**config.mk**
```make
export PLATFORM = sky130hd
export DESIGN_NAME = mem_access_unit
export DESIGN_NICKNAME = d
export VERILOG_FILES = /design/src/rtl/mau_pkg.sv /design/src/rtl/mau_addr_gen.sv /design/src/rtl/mau_lane_fmt.sv /design/src/rtl/mau_load_align.sv /design/src/rtl/mem_access_unit.sv
export SDC_FILE = /design/constraint.sdc
export NUM_CORES = 1
export LEC_CHECK = 0
export ABC_AREA = 0
export BUFFER_PORTS_ARGS = -buffer_cell sky130_fd_sc_hd__buf_2
export CORE_AREA = 2 2 123 125
export DETAILED_ROUTE_END_ITERATION = 16
export DIE_AREA = 0 0 125 127
export GPL_TIMING_DRIVEN = 0
export PLACE_DENSITY = 0.79
export REMOVE_ABC_BUFFERS = 1
export SLEW_MARGIN = 15
export SYNTH_ARGS = -nofsm -noshare
export SYNTH_HDL_FRONTEND = slang
export SYNTH_HIERARCHICAL = 1
export SYNTH_SLANG_ARGS = --single-unit
```
**constraint.sdc**
```tcl
create_clock -name clk -period 6.7 [get_ports clk]
set_clock_uncertainty 0.1 [all_clocks]
set_input_delay 0.67 -clock clk [delete_from_list [all_inputs] [get_ports clk]]
set_output_delay 0.67 -clock clk [all_outputs]
set_load 0.005 [all_outputs]
```
**src/rtl/mau_pkg.sv**
```systemverilog
package mau_pkg;
  localparam int DW = 32;
  localparam int NB = DW / 8;

  typedef enum logic [1:0] {
    FORM_RI  = 2'b00,
    FORM_RR  = 2'b01,
    FORM_PW  = 2'b10,
    FORM_DIR = 2'b11
  } form_e;

  typedef enum logic [1:0] {
    SZ_WORD = 2'b00,
    SZ_HALF = 2'b01,
    SZ_BYTE = 2'b10
  } size_e;

  localparam logic [2:0] OP_SHIFT = 3'b111;
endpackage

```
**src/rtl/mau_addr_gen.sv**
```systemverilog
module mau_addr_gen
  import mau_pkg::*;
#(
  parameter int IMM_W = 16,
  parameter int PW_W  = 10,
  parameter int FLD_W = 21
) (
  input  logic             clk,
  input  logic             rst_n,
  input  logic [1:0]       form,
  input  logic [1:0]       mode,
  input  logic [DW-1:0]    base,
  input  logic [DW-1:0]    rr_sum,
  input  logic [FLD_W-1:0] fld,
  output logic [DW-1:0]    ea,
  output logic             wb_req,
  output logic [DW-1:0]    wb_val
);
  localparam int RI_PAD  = DW - IMM_W;
  localparam int PW_PAD  = DW - PW_W;
  localparam int DIR_PAD = DW - FLD_W;

  form_e         f;
  logic [DW-1:0] off;
  logic [DW-1:0] sum;

  assign f = form_e'(form);

  always_comb begin
    off = {{RI_PAD{fld[IMM_W-1]}}, fld[IMM_W-1:0]};
    if (f == FORM_PW) off = {{PW_PAD{fld[PW_W-1]}}, fld[PW_W-1:0]};
    sum = (f == FORM_RR) ? rr_sum : base + off;
    if (f == FORM_DIR) begin
      ea     = {{DIR_PAD{1'b0}}, fld[FLD_W-1:2], 2'b00};
      wb_req = 1'b0;
    end else begin
      ea     = mode[1] ? sum : base;
      wb_req = mode[0];
    end
    wb_val = sum;
  end

  // modes 00 and 01 address the base itself
  assert_base_only_addr_R1: assert property (@(posedge clk) disable iff (!rst_n)
    (f != FORM_DIR && !mode[1]) |-> ea == base);
  // direct form is word aligned and never updates the base
  assert_direct_aligned_R3: assert property (@(posedge clk) disable iff (!rst_n)
    (f == FORM_DIR) |-> (ea[1:0] == 2'b00 && !wb_req));
endmodule

```
**src/rtl/mau_lane_fmt.sv**
```systemverilog
module mau_lane_fmt
  import mau_pkg::*;
(
  input  logic          clk,
  input  logic          rst_n,
  input  logic [1:0]    form,
  input  logic [2:0]    size_fld,
  input  logic [2:0]    rr_op,
  input  logic [1:0]    addr_lo,
  input  logic [DW-1:0] st_data,
  output logic [1:0]    size,
  output logic          zext,
  output logic [NB-1:0] be,
  output logic [DW-1:0] wdata,
  output logic          misalign
);
  form_e f;
  size_e sz;

  assign f = form_e'(form);

  always_comb begin
    sz = SZ_WORD;
    unique case (f)
      FORM_RR: begin
        if (rr_op != OP_SHIFT) begin
          unique case (size_fld[2:1])
            2'b00:   sz = SZ_HALF;
            2'b10:   sz = SZ_BYTE;
            default: sz = SZ_WORD;
          endcase
        end
      end
      FORM_PW: sz = size_fld[2] ? SZ_BYTE : SZ_HALF;
      default: sz = SZ_WORD;
    endcase
  end

  always_comb begin
    unique case (sz)
      SZ_BYTE: begin
        be       = 4'b1000 >> addr_lo;
        wdata    = {NB{st_data[7:0]}};
        misalign = 1'b0;
      end
      SZ_HALF: begin
        be       = addr_lo[1] ? 4'b0011 : 4'b1100;
        wdata    = {2{st_data[15:0]}};
        misalign = addr_lo[0];
      end
      default: begin
        be       = {NB{1'b1}};
        wdata    = st_data;
        misalign = |addr_lo;
      end
    endcase
  end

  assign size = sz;
  assign zext = size_fld[0];

  // a byte access enables exactly one lane
  assert_byte_one_lane_R5: assert property (@(posedge clk) disable iff (!rst_n)
    (sz == SZ_BYTE) |-> $countones(be) == 1);
  // a halfword access enables exactly two lanes
  assert_half_two_lanes_R5: assert property (@(posedge clk) disable iff (!rst_n)
    (sz == SZ_HALF) |-> $countones(be) == 2);
endmodule

```
**src/rtl/mau_load_align.sv**
```systemverilog
module mau_load_align
  import mau_pkg::*;
(
  input  logic          clk,
  input  logic          rst_n,
  input  logic          chk_en,
  input  logic [DW-1:0] rdata,
  input  logic [1:0]    size,
  input  logic [1:0]    lane,
  input  logic          zext,
  output logic [DW-1:0] data
);
  size_e sz;
  logic [7:0]  b;
  logic [15:0] h;

  assign sz = size_e'(size);

  always_comb begin
    unique case (lane)
      2'd0:    b = rdata[31:24];
      2'd1:    b = rdata[23:16];
      2'd2:    b = rdata[15:8];
      default: b = rdata[7:0];
    endcase
    h = lane[1] ? rdata[15:0] : rdata[31:16];
    unique case (sz)
      SZ_BYTE: data = {{(DW-8){~zext & b[7]}}, b};
      SZ_HALF: data = {{(DW-16){~zext & h[15]}}, h};
      default: data = rdata;
    endcase
  end

  // zero-extended byte loads leave the upper bits clear
  assert_byte_zext_R7: assert property (@(posedge clk) disable iff (!rst_n)
    (chk_en && sz == SZ_BYTE && zext) |-> data[31:8] == 24'h0);
  // sign-extended halfword loads replicate bit 15
  assert_half_sext_R7: assert property (@(posedge clk) disable iff (!rst_n)
    (chk_en && sz == SZ_HALF && !zext) |-> data[31:16] == {16{data[15]}});
endmodule

```
**src/rtl/mem_access_unit.sv**
```systemverilog
module mem_access_unit
  import mau_pkg::*;
#(
  parameter int IMM_W = 16,
  parameter int PW_W  = 10,
  parameter int FLD_W = 21,
  parameter int RI_W  = 5
) (
  input  logic             clk,
  input  logic             rst_n,
  input  logic             in_valid,
  input  logic [1:0]       in_form,
  input  logic             in_store,
  input  logic [1:0]       in_mode,
  input  logic [2:0]       in_size,
  input  logic [2:0]       in_rr_op,
  input  logic [31:0]      in_base,
  input  logic [FLD_W-1:0] in_imm,
  input  logic [31:0]      in_rr_sum,
  input  logic [31:0]      in_st_data,
  input  logic [RI_W-1:0]  in_dst,
  input  logic [RI_W-1:0]  in_src_a,
  input  logic [RI_W-1:0]  in_src_b,
  input  logic [31:0]      mem_rdata,
  output logic             mem_req,
  output logic             mem_we,
  output logic [31:0]      mem_addr,
  output logic [3:0]       mem_be,
  output logic [31:0]      mem_wdata,
  output logic             align_err,
  output logic             base_wb_en,
  output logic [31:0]      base_wb_val,
  output logic             ld_valid,
  output logic [RI_W-1:0]  ld_dst,
  output logic [31:0]      ld_data,
  output logic             stall
);
  // reset: asserted asynchronously, released through two flops
  logic rst_s1, rst_s;
  always_ff @(posedge clk or negedge rst_n) begin
    if (!rst_n) begin
      rst_s1 <= 1'b0;
      rst_s  <= 1'b0;
    end else begin
      rst_s1 <= 1'b1;
      rst_s  <= rst_s1;
    end
  end

  logic [DW-1:0] ea;
  logic          wb_req;
  logic [1:0]    size;
  logic          zext;
  logic [NB-1:0] be;
  logic          misalign;
  logic          accept;

  mau_addr_gen #(.IMM_W(IMM_W), .PW_W(PW_W), .FLD_W(FLD_W)) u_addr (
    .clk(clk), .rst_n(rst_s), .form(in_form), .mode(in_mode),
    .base(in_base), .rr_sum(in_rr_sum), .fld(in_imm),
    .ea(ea), .wb_req(wb_req), .wb_val(base_wb_val)
  );

  mau_lane_fmt u_lane (
    .clk(clk), .rst_n(rst_s), .form(in_form), .size_fld(in_size),
    .rr_op(in_rr_op), .addr_lo(ea[1:0]), .st_data(in_st_data),
    .size(size), .zext(zext), .be(be), .wdata(mem_wdata), .misalign(misalign)
  );

  // pending-load state
  logic            pend_q, pend_d;
  logic [RI_W-1:0] pdst_q;
  logic [1:0]      psize_q, plane_q;
  logic            pzext_q;

  always_comb begin
    stall      = in_valid & pend_q & ((in_src_a == pdst_q) | (in_src_b == pdst_q));
    accept     = in_valid & ~stall;
    mem_req    = accept & ~misalign;
    mem_we     = mem_req & in_store;
    mem_be     = mem_req ? be : '0;
    mem_addr   = ea;
    align_err  = accept & misalign;
    base_wb_en = accept & wb_req;
    pend_d     = mem_req & ~in_store;
  end

  always_ff @(posedge clk or negedge rst_s) begin
    if (!rst_s) pend_q <= 1'b0;
    else        pend_q <= pend_d;
  end

  always_ff @(posedge clk or negedge rst_s) begin
    if (!rst_s) begin
      pdst_q  <= '0;
      psize_q <= '0;
      plane_q <= '0;
      pzext_q <= 1'b0;
    end else if (pend_d) begin
      pdst_q  <= in_dst;
      psize_q <= size;
      plane_q <= ea[1:0];
      pzext_q <= zext;
    end
  end

  mau_load_align u_load (
    .clk(clk), .rst_n(rst_s), .chk_en(pend_q), .rdata(mem_rdata),
    .size(psize_q), .lane(plane_q), .zext(pzext_q), .data(ld_data)
  );

  assign ld_valid = pend_q;
  assign ld_dst   = pdst_q;

  // a load-use stall lasts a single cycle
  assert_stall_single_R9: assert property (@(posedge clk) disable iff (!rst_s)
    stall |=> !stall);
  // a load result only follows an accepted read request
  assert_ld_follows_req_R7: assert property (@(posedge clk) disable iff (!rst_s)
    ld_valid |-> $past(mem_req && !mem_we));
  // a misaligned access never reaches memory
  assert_misalign_blocked_R8: assert property (@(posedge clk) disable iff (!rst_s)
    align_err |-> (!mem_req && !mem_we && mem_be == 4'b0000));
  // no memory request while stalled
  assert_stall_no_req_R9: assert property (@(posedge clk) disable iff (!rst_s)
    stall |-> (!mem_req && !base_wb_en));
endmodule

```
==> Implementation_results.wiki <==
{| class="wikitable"
! Metric !! Value
|-
| Netlist Area Pre-Place || ~5200 um2
|-
| Vias in the first global route || ~6.5k
|-
| Arrival time reported for the critical path endpoint || ~4.5 ns
|-
| Wirelength, routed || between 20000 and 25000 um
|-
| Initial antenna violation count || 1
|-
| Transition at the pin with the smallest max-transition slack || about 1.1 ns
|-
| Total power per unit cell area || around 150 nW/um2
|-
| Area enclosed by the die boundary || between 15000 and 20000 um2
|-
| HPWL after detailed placement || 17600 um
|-
| CTS tree || built
|-
| Register-to-register setup slack || roughly 4.5 ns
|-
| Predominant post-synthesis flop cell || sky130_fd_sc_hd__dfrtp_1
|-
| Achievable Freq || 189 MHz
|-
| DR DRC count || 0
|-
| Synthesized area per cell || between 6 and 7 um2
|-
| First-pass iteration count of the detailed router || 7
|-
| Wire length of the first global-routing pass || ~33000 um
|-
| Flop and latch count out of synthesis || 13
|-
| Vias per std cell || 5.76
|-
| Die Span Y || between 100 and 150 um
|-
| Total clock buffers created by CTS || 3
|-
| Async set-reset flop share out of synthesis || 100%
|-
| Clk sinks || 13
|-
| Type of the worst setup path || input pin to output port
|-
| Minimum clock period after layout || about 5.3 ns
|-
| Clock share of power || between 10% and 20%
|-
| Reported net switching power || between 500 and 600 uW
|-
| Max-cap check violation count || 0
|-
| Final Max Tran Viols || 0
|-
| Count of port buffers added during placement || 320
|-
| Worst-case headroom to the max-slew limit || 28.2%
|-
| Root cell of the clock tree || sky130_fd_sc_hd__clkbuf_16
|-
| Data required, critical path || 5.93 ns
|-
| Post-CTS clock slew at the launch and capture registers of the worst setup and hold paths || around 0.04 ns
|-
| Yosys warning total || 6
|-
| Bufs on Longest Clock Path || 2
|-
| Number of flops mapped to enable cells by yosys || 0
|-
| Number of cells on the worst reg-to-reg path || 5
|-
| Post-synthesis cell count || between 700 and 800
|-
| Worst setup SP type || input pin
|-
| Final GP Congestion || around 0.93
|-
| Switching power share of the total || between 40 and 50%
|-
| Number of resized instances in the post-cts repair step || 0
|-
| Status || completed
|-
| Number of inserted filler cells in the final layout || 1505
|-
| Initial cell density of the core || a little over a third
|-
| Crit-path max cell delay || between 0.5 and 0.6 ns
|-
| Core outline area || 14400 um2
|-
| Antenna cells || 0
|-
| Leakage power summed over all cells || ~3.6 nW
|-
| X dimension of the die || ~130 um
|-
| Cell internal power dissipation || approximately 550 uW
|-
| Worst IR drop on VDD || 0.0939 mV
|-
| Leftover overflow at the end of global routing || 0
|-
| I/O Pins || about 320
|-
| Kind of end point of the critical path || output port
|-
| Relative contribution of combinational cells to total power || roughly 78%
|-
| FF-to-FF Start || ld_dst[3]
|-
| Antenna-violating nets left || 0
|-
| Part of the Yosys area used for sequential elements || between 6 and 7%
|-
| Site Rows || 44
|-
| Setup Viol. Count Final || 0
|-
| Final hold viol count || 0
|-
| Clock insertion delay at the later pin of the skew report || approximately 0.23 ns
|-
| Ratio of cells with drive above 1 in the final layout || a little over a third
|-
| Sequential group share of total power || 12.3%
|-
| Final Power || 1.05 mW
|-
| Post-CTS Repair Setup Buffers || 0
|-
| Cell variety after synth || 83
|-
| Via count || around 7k
|-
| Slowest-stage cell, CP || sky130_fd_sc_hd__o21ai_0
|-
| Worst reg2reg path endpoint || ld_dst[1]
|-
| Combined global-route utilization of all metal layers || 24.8%
|-
| Area Overhead vs Synth || 31.9%
|-
| Period utilisation layout || between 70% and 80%
|-
| Routed WL per cell || around 17 um
|-
| Post-CTS Hold Fix Bufs || 0
|-
| Maximum number of pins on one net before global-route repair || between 40 and 50
|-
| Post-layout net count || between 1k and 1.5k
|-
| Violation count after the first detailed-routing iteration || between 500 and 600
|-
| Unrepaired setup endpoints after global routing || false
|-
| Tightest Hold Check Type || register to asynchronous set/reset pin
|-
| Cells along the critical path || buf_2 > nand3b_1 > a21boi_0 > inv_1 > ha_1 > a21o_1 > a21o_1 > a221o_1 > o21ai_0 > mux2i_1 > o22ai_1 > buf_2
|-
| Deepest level of the CTS H-tree || 1
|-
| Summed negative setup slack over all endpoints || 0 ns
|-
| Crit path max fanout || 21
|}
per-stage QoR:
stage / hold WS, ns / setup WS, ns / utilization, % / cells / cell area (um2)
floorplan: 0.0341 / 2.71 / - / 724 / 4920
global placement: 0.0891 / 0.272 / 46.8 / 1228 / 6750
detailed placement: 0.0858 / 1.53 / 47.3 / 1230 / 6830
CTS: 0.0928 / 1.51 / 47.9 / 1234 / 6900
global route: 0.105 / 1.27 / 47.9 / 1234 / 6910
finish: 0.0764 / 1.41 / 47.9 / 1234 / 6910
Yosys cell counts, types with 9 or more instances:
library cell | n | area share, %
sky130_fd_sc_hd__mux2i_1 | 9 | 1.7
sky130_fd_sc_hd__nand2_1 | 129 | 9.2
sky130_fd_sc_hd__and2_1 | 10 | 1.2
sky130_fd_sc_hd__xnor2_1 | 22 | 3.7
sky130_fd_sc_hd__ha_1 | 39 | 9.3
sky130_fd_sc_hd__nor3_1 | 16 | 1.5
sky130_fd_sc_hd__o21ai_0 | 43 | 4.1
sky130_fd_sc_hd__inv_1 | 25 | 1.8
sky130_fd_sc_hd__mux2_2 | 23 | 4.9
sky130_fd_sc_hd__o21ai_1 | 21 | 2.0
sky130_fd_sc_hd__clkbuf_1 | 37 | 2.7
sky130_fd_sc_hd__a21o_1 | 25 | 3.6
sky130_fd_sc_hd__buf_4 | 10 | 1.4
sky130_fd_sc_hd__a31oi_1 | 12 | 1.4
sky130_fd_sc_hd__nor2_1 | 57 | 4.1
sky130_fd_sc_hd__nand3_1 | 33 | 3.2
sky130_fd_sc_hd__nor2b_1 | 15 | 1.8
sky130_fd_sc_hd__and3_1 | 12 | 1.4
sky130_fd_sc_hd__a21oi_1 | 55 | 5.3
sky130_fd_sc_hd__dfrtp_1 | 13 | 6.2
cell families (layout without fill, tap and decap cells):
group	count (synthesis)	after routing	synth area share, %
AND/OR/NAND/NOR	317	317	28.7
AO/OA/AOI/OAI	267	267	35.9
buffers and inverters	88	351	7.79
adder cells (fa/ha/maj)	40	40	9.70
multiplexers	33	33	6.95
XOR/XNOR	28	28	4.68
flip-flops	13	13	6.21
other	1	1	0.0716
worst max-delay path: cells and delay by family:
family / cells / cell delay, ns
AOI/OAI and AO/OA: 6 / 1.84
adders and majority gates: 1 / 0.51
buffers and inverters: 3 / 0.91
muxes: 1 / 0.29
and+or+nand+nor: 1 / 0.29
power by group through the flow:
stage	Combinational [mW]	Sequential, mW	Clock [mW]
after floorplan	0.487	0.123	0
after global placement	0.795	0.128	0
after detailed placement	0.805	0.130	0
after CTS	0.810	0.129	0.111
after global routing	0.893	0.133	0.116
final	0.817	0.129	0.108
routing by layer:
layer  part of all wire (%)  GRT usage [%]  vias up
met1                     38           29.8     3258
met2                     50           45.6      383
li1                       -              -     3421
met5                  0.060              0        -
met4                    3.4           8.17        2
met3                    8.5           3.52       42
sequential cells by signal, summed over array words and instances (netlist names):
name / cells
plane_q: 2
ld_dst: 5
rst_s: 1
pzext_q: 1
ld_valid: 1
rst_s1: 1
psize_q: 2
placed cells by master, fill, tap and decap left out, drive strengths merged, types with 5 or more instances in the layout:
cell type / count
or3: 8
o21a: 8
nand2b: 5
nand2: 129
dfrtp: 13
inv: 25
nor2: 57
ha: 39
xor2: 6
a22oi: 8
a21o: 25
a21bo: 5
a21oi: 56
o21ai: 65
mux2i: 9
mux2: 24
and3: 12
o22ai: 10
o221a: 6
nor2b: 15
or2: 5
buf: 322
and2: 11
a22o: 8
nand3: 33
xnor2: 22
a211oi: 6
a32oi: 10
nand4: 6
o31ai: 5
a31oi: 12
nor3: 17
worst max path at each step:
stage / from / to / slack [ns] / cells after the start
after floorplan: in_form[0] / base_wb_val[26] / 2.71 / 10
after global placement: in_form[0] / mem_we / 0.27 / 11
after detailed placement: in_form[0] / base_wb_val[26] / 1.53 / 12
after CTS: in_form[0] / base_wb_val[26] / 1.51 / 12
after global routing: in_form[0] / mem_addr[22] / 1.27 / 12
final: in_form[0] / base_wb_val[27] / 1.41 / 12
final cells by class:
type	instances	area (um2)	area share [%]
clock buffer	4	78.8	1.14
tap	184	230	3.33
multi-input combinational	686	4520	65.5
sequential	13	325	4.71
inverter	25	93.8	1.36
timing repair buffer	322	1660	24.0
Power figures use the tool's default switching activity.
